## config.mk

```make
export PLATFORM = sky130hd
export DESIGN_NAME = bmc_line_encoder
export DESIGN_NICKNAME = d
export VERILOG_FILES = /design/src/rtl/bmc_pkg.sv /design/src/rtl/bmc_tick_counter.sv /design/src/rtl/bmc_bit_latch.sv /design/src/rtl/bmc_line_driver.sv /design/src/rtl/bmc_line_encoder.sv
export SDC_FILE = /design/constraint.sdc
export NUM_CORES = 1
export LEC_CHECK = 0
export BUFFER_PORTS_ARGS = -buffer_cell sky130_fd_sc_hd__buf_2
export CAP_MARGIN = 10
export CORE_MARGIN = 4
export CORE_UTILIZATION = 25
export CTS_CLUSTER_SIZE = 20
export DETAILED_ROUTE_END_ITERATION = 10
export GPL_TIMING_DRIVEN = 1
export SYNTH_ARGS = -nofsm -noshare
export SYNTH_HDL_FRONTEND = slang
export SYNTH_SLANG_ARGS = --single-unit
```

## constraint.sdc

```tcl
create_clock -name clk -period 2 [get_ports clk]
set_clock_uncertainty 0.2 [all_clocks]
set_input_delay 0.2 -clock clk [delete_from_list [all_inputs] [get_ports clk]]
set_output_delay 0.2 -clock clk [all_outputs]
set_load 0.005 [all_outputs]
```

## src/rtl/bmc_pkg.sv

```systemverilog
package bmc_pkg;

  // Information held for one cell once its bit has been taken.
  typedef struct packed {
    logic bit_val;  // level of the coded bit (0 when starved)
    logic starved;  // no bit was offered when the cell began
  } bmc_cell_t;

endpackage

```

## src/rtl/bmc_tick_counter.sv

```systemverilog
module bmc_tick_counter #(
  parameter int CELL_TICKS = 32,
  parameter int MARK_TICKS = 16
) (
  input  logic clk,
  input  logic rst,
  output logic cell_wrap,
  output logic mark_hit,
  output logic req_q
);
  localparam int TW = (CELL_TICKS > 2) ? $clog2(CELL_TICKS) : 1;
  localparam logic [TW-1:0] LAST     = TW'(CELL_TICKS - 1);
  localparam logic [TW-1:0] PRE_LAST = TW'(CELL_TICKS - 2);
  localparam logic [TW-1:0] MARK_END = TW'(MARK_TICKS - 1);

  if (MARK_TICKS < 1 || MARK_TICKS >= CELL_TICKS) begin : g_bad_split
    $error("bmc_tick_counter: MARK_TICKS must lie in 1..CELL_TICKS-1");
  end

  logic [TW-1:0] tick_q;

  always_ff @(posedge clk) begin
    if (rst) begin
      tick_q <= '0;
      req_q  <= 1'b0;
    end else begin
      tick_q <= (tick_q == LAST) ? '0 : tick_q + 1'b1;
      req_q  <= (tick_q == PRE_LAST);
    end
  end

  assign cell_wrap = (tick_q == LAST);
  assign mark_hit  = (tick_q == MARK_END);
endmodule

```

## src/rtl/bmc_bit_latch.sv

```systemverilog
module bmc_bit_latch
  import bmc_pkg::*;
(
  input  logic      clk,
  input  logic      rst,
  input  logic      take,
  input  logic      bit_valid,
  input  logic      bit_data,
  output bmc_cell_t cell_q
);
  always_ff @(posedge clk) begin
    if (rst) begin
      cell_q <= '0;
    end else if (take) begin
      cell_q.bit_val <= bit_valid & bit_data;
      cell_q.starved <= ~bit_valid;
    end
  end
endmodule

```

## src/rtl/bmc_line_driver.sv

```systemverilog
module bmc_line_driver (
  input  logic clk,
  input  logic rst,
  input  logic cell_wrap,
  input  logic mark_hit,
  input  logic bit_one,
  output logic line_q
);
  logic flip;
  assign flip = cell_wrap | (mark_hit & bit_one);

  always_ff @(posedge clk) begin
    if (rst)       line_q <= 1'b0;
    else if (flip) line_q <= ~line_q;
  end
endmodule

```

## src/rtl/bmc_line_encoder.sv

```systemverilog
module bmc_line_encoder
  import bmc_pkg::*;
#(
  parameter int CELL_TICKS = 32,
  parameter int MARK_TICKS = 16
) (
  input  logic clk,
  input  logic rst,
  input  logic bit_data,
  input  logic bit_valid,
  output logic bit_ready,
  output logic line_out,
  output logic underrun
);
  logic      cell_wrap;
  logic      mark_hit;
  logic      line_q;
  bmc_cell_t cell_q;

  bmc_tick_counter #(
    .CELL_TICKS(CELL_TICKS),
    .MARK_TICKS(MARK_TICKS)
  ) u_ticks (
    .clk      (clk),
    .rst      (rst),
    .cell_wrap(cell_wrap),
    .mark_hit (mark_hit),
    .req_q    (bit_ready)
  );

  bmc_bit_latch u_latch (
    .clk      (clk),
    .rst      (rst),
    .take     (cell_wrap),
    .bit_valid(bit_valid),
    .bit_data (bit_data),
    .cell_q   (cell_q)
  );

  bmc_line_driver u_line (
    .clk      (clk),
    .rst      (rst),
    .cell_wrap(cell_wrap),
    .mark_hit (mark_hit),
    .bit_one  (cell_q.bit_val),
    .line_q   (line_q)
  );

  assign line_out = line_q;
  assign underrun = cell_q.starved;
endmodule

```

# Word-level counts from Yosys, hierarchy flattened
# Index checks and enable logic that the tools add are counted.
# word_totals
ramBits	0
mem_count	0
ff_bits	9
inputBits	4
latchBits	0
word_cells	15
out_inout_bits	3
mem_bits_ro	0
# op_classes
div	0
add_sub_neg	1
n_eq_ne	3
reduce_logical	1
shift	0
bitwise_logic	5
magnitude_cmp	0
muxes	0
n_mul	0
# ops
op	count
$eq A5 B5 Y1 const B	2
$add A5 B1 Y5 const B	1
$eq A5 B4 Y1 const B	1
$and A1 B1 Y1	2
$not A1 Y1	2
$reduce_or A2 Y1	1
$or A1 B1 Y1	1

# Longest topological paths before layout
# depth
depth_word	3
ltp_mapped	6
depth_no_buf	5

# Modules after synthesis
# A second synthesis with hierarchy kept.
# hier_totals
hier_cells	37
hier_area_um2	385.4
# modules_own_cells
mod	cells_per_inst	seq_area_each_um2	instances	area_each_um2
bmc_tick_counter	25	120.1	1	264.0
bmc_bit_latch	7	40.0	1	67.6
bmc_line_driver	5	20.0	1	53.8

# Worst setup path after synthesis
# Ideal clock, no wire load.
# synth_path
kind	flip-flop to flip-flop
startpoint	register u_ticks.tick_q[0]
endpoint	register u_line.line_q
slack_ps	285
n_path_buf	0
setup_time_ps	121
t_arrival_ps	1394
required_time_ps	1679
synth_period_minus_slack_ps	1715
stages_incl_launch_ff	6
cell_sequence	dfxtp_1 > ha_1 > and3_2 > ha_1 > a21oi_1 > mux2_2
# synth_between
elab_chain_cells	3
elab_cells_between_ends	4
classes_between	2 x eq/ne; 2 x bitwise
# synth_rtl
element	line_no	text
start, declared	bmc_tick_counter.sv:20	logic [TW-1:0] tick_q;
start signal, assigned	bmc_tick_counter.sv:27	tick_q <= (tick_q == LAST) ? '0 : tick_q + 1'b1;
$eq A5 B4 Y1	bmc_tick_counter.sv:33	assign mark_hit = (tick_q == MARK_END);
$and A1 B1 Y1	bmc_line_driver.sv:10	assign flip = cell_wrap | (mark_hit & bit_one);
$or A1 B1 Y1 (*)	bmc_line_driver.sv:10	
end signal, assigned	bmc_line_driver.sv:14	else if (flip) line_q <= ~line_q;
end, declared	bmc_line_driver.sv:7	output logic line_q
# Every way passes the cells marked *; elsewhere a longest branch is shown, timed or not.
# A chain may end at the register's enable or synchronous reset.

# Worst setup path in the final report
# Ends and elaborated chain as after synthesis.

==> summary.md <==
| Metric | Value |
|---|---|
| Number of instances in the synthesized netlist | 38 |
| Pin count of the biggest net entering global routing | 12 |
| Clock sink count | 9 |
| Synthesized area | 405.4 um2 |
| Met2 Use GR | 0.08073 |
| Final setup violation count | 0 |
| Worst path max stage delay | 0.35 ns |
| Drt initial violations | 4 |
| Count of state elements after synthesis | 9 |
| DRC viols | 0 |
| Count of maximum capacitance violations | 0 |
| Period Utilization, post-route | 0.8904 |
| Number of global-route vias before repair | 222 |
| Fin nets | 57 |
| Design Power | 0.3431 mW |
| Switching Share | 0.2112 |
| Met1 track utilization from global routing | 0.06843 |
| GRT overflow | 0 |
| Total global-route track usage | 0.05997 |
| Crit Path Category | reg -> reg |
| Via count | 279 |
| Wirelength per Cell | 9.641 um |
| Placeable Area | 0.001524 mm2 |
| Die height | 48.27 um |
| First-pass GRT wire length | 917 um |
| Largest delay contributor family on the critical path | adder cells |
| Power per standard cell area | 714.1 mW/mm2 |
| Met3 track utilization from global routing | 0.03321 |
| Die area | 0.002330 mm2 |
| Total Routed Length | 617 um |
| Proportion of netlist area held by the largest area contributor | 0.4444 |
| Internal power | 0.2706 mW |
| Synth cell types | 20 |
| Library cell appearing most often on the critical path | sky130_fd_sc_hd__ha_1 |
| Max Clk Rate | 561.6 MHz |
| Detailed-routing iteration count for the pre-antenna-repair pass | 2 |
| Static leakage | 0.2160 nW |
| Element type at the critical path end | register |
| Startpoint Class | register |
| Net switching component of the power | 0.07248 mW |
| Worst EP arrival | 1.73 ns |
| Slew at the pin with the worst max-slew slack | 0.2045 ns |
| Clock network fraction of design power | 0.392 |
| Sequential share of the synthesized area | 0.4444 |
| Part of the power in combinational logic | 0.053 |
| Data required, critical path | 1.94 ns |
| Count of port buffers added during placement | 6 |
| HP Class | in -> reg |
| Number of levels in the clock H-tree | 1 |
| Time the worst path needs with I/O delays and setup | 1.781 ns |
| Count of pins on the block boundary | 7 |
| Top Usage Layer GRT | met2 |
| Final TNS setup | 0 ns |
| Number of buffers inserted during clock tree synthesis | 3 |
| Fin. max-slew vios | 0 |
| Final-report hold violation count | 0 |
| Largest area contributor in the synthesized netlist | sky130_fd_sc_hd__dfxtp_1 |
| CTS Hold Bufs | 1 |
| Antenna Cells | 0 |
| Clock transition at path regs | 0.06 ns |
| Buf+Inv Stages, Crit Path | 0 |
| Clock root buffer | sky130_fd_sc_hd__clkbuf_4 |
| Clock latency on the worst-skew pair | 0.25 ns |
| Number of nets with antenna violations after detailed routing | 0 |
| Max transition margin | 0.8637 |
| Net count after synthesis | 46 |
| Top library cells by usage in the layout, fill and taps aside | sky130_fd_sc_hd__dfxtp_1, sky130_fd_sc_hd__buf_2, sky130_fd_sc_hd__nor3_1, sky130_fd_sc_hd__ha_1 |
| Post-DP HPWL | 457.1 um |
| Part of the total power dissipated in sequential elements | 0.555 |
| Antenna violations before repair | 0 |
| Largest cells by area after synthesis | sky130_fd_sc_hd__dfxtp_1, sky130_fd_sc_hd__ha_1, sky130_fd_sc_hd__nor3_1 |
| Weighted congestion reported at the end of routability-driven placement | 0.7151 |
| Fraction of final layout cells with drive strength greater than 1 | 0.3333 |
| Postcts setup bufs | 0 |
| Clock Tree Buf Depth | 2 |
| Hold slack | 0.01154 ns |
| TritonCTS clock tree | yes |
| Run status | complete, no violations |
| Vias per cell | 4.359 |
| Critical path, cell by cell | ha_1 > and3_2 > ha_1 > a21oi_1 > mux2_2 |
| Starting density of the core | 0.2660 |
| Mapped Avg Cell Area | 10.67 um2 |
| Row cnt | 14 |
| Unrepaired setup endpoints after global routing | no |
| Slowest-stage cell, CP | sky130_fd_sc_hd__mux2_2 |
| Largest fanout on the critical path | 4 |
| Yosys synthesis warning count | 0 |
| Post-cts repair resize count | 0 |
| Area overhead of the layout relative to synthesis | 18.52% |
| Most common cell after layout, fill and taps aside | sky130_fd_sc_hd__dfxtp_1 |
| Die X | 48.27 um |
| Worst ir drop on vdd | 226.9 uV |
==> power groups by stage <==
stage	sequential [mW]	combinational [mW]	clock (mW)
final	0.190	0.0183	0.134
after global routing	0.191	0.0206	0.154
after CTS	0.190	0.0187	0.143
after detailed placement	0.194	0.0171	0
after global placement	0.194	0.0167	0
after floorplan	0.193	0.0130	0
==> registers in the layout, indices dropped and copies added, names as in the netlist <==
register	cells
u_ticks.tick_q	5
u_line.line_q	1
u_latch.cell_q	2
u_ticks.req_q	1
==> metal layers <==
metal	part of all wire	up-vias
li1	-	151
met3	0.023	2
met5	0	-
met1	0.47	121
met2	0.48	5
met4	0.016	0
==> tightest hold or removal path, delay by kind of cell <==
| family | cells | cell delay [ns] |
|---|---|---|
| AO/OA/AOI/OAI | 1 | 0.06 |
| AND/OR/NAND/NOR | 1 | 0.07 |
| buffers and inverters | 1 | 0.09 |
==> cells by family (layout without fill, tap and decap cells) <==
kind of cell / count (synthesis) / after routing / share of synthesized area
simple gates: 15 / 15 / 0.2377
flops: 9 / 9 / 0.4444
fa+ha+maj: 4 / 4 / 0.1235
buf+inv: 4 / 14 / 0.06483
compound gates: 3 / 3 / 0.04322
mux: 2 / 2 / 0.06480
xor+xnor: 1 / 1 / 0.02161
==> metrics by stage <==
step	cells	setup slack, ns	area [um2]	utilization
final	64	0.2193	480.5	0.3153
after global routing	64	0.1575	480.5	0.3153
after CTS	64	0.2116	480.5	0.3153
after detailed placement	59	0.2241	444.2	0.2915
after global placement	59	0.2314	444.2	0.2915
after floorplan	38	0.2853	405.4	-
==> final timing paths <==
path,cells past startpoint,from,endpoint,slack (ns)
worst max-delay path,5,u_ticks.tick_q[0]$_SDFF_PP0_,u_line.line_q$_SDFFE_PP0P_,0.22
worst min-delay path,3,bit_data,u_latch.cell_q[1]$_SDFFE_PP0P_,0.01
worst max register to register,5,u_ticks.tick_q[0]$_SDFF_PP0_,u_line.line_q$_SDFFE_PP0P_,0.22
worst min register to register,2,u_ticks.tick_q[4]$_SDFF_PP0_,u_ticks.req_q$_SDFF_PP0_,0.26
==> layout make-up <==
cell class | instances | area, um2
Timing Repair Buffer | 8 | 47.55
Tap cell | 16 | 20.02
Fill cell | 170 | 1044
Multi-Input combinational cell | 25 | 198.9
Inverter | 2 | 7.507
Clock buffer | 4 | 26.28
Sequential cell | 9 | 180.2
==> synthesized netlist by cell type, drive strengths merged <==
library cell	instances
a211oi	1
nand3	2
nor3	5
nor2	3
dfxtp	9
nand4	1
and3	1
and2b	1
a21oi	2
mux2	2
nor3b	1
nand2b	1
ha	4
inv	2
xnor2	1
buf	2
(Power assumes the default switching activity.)
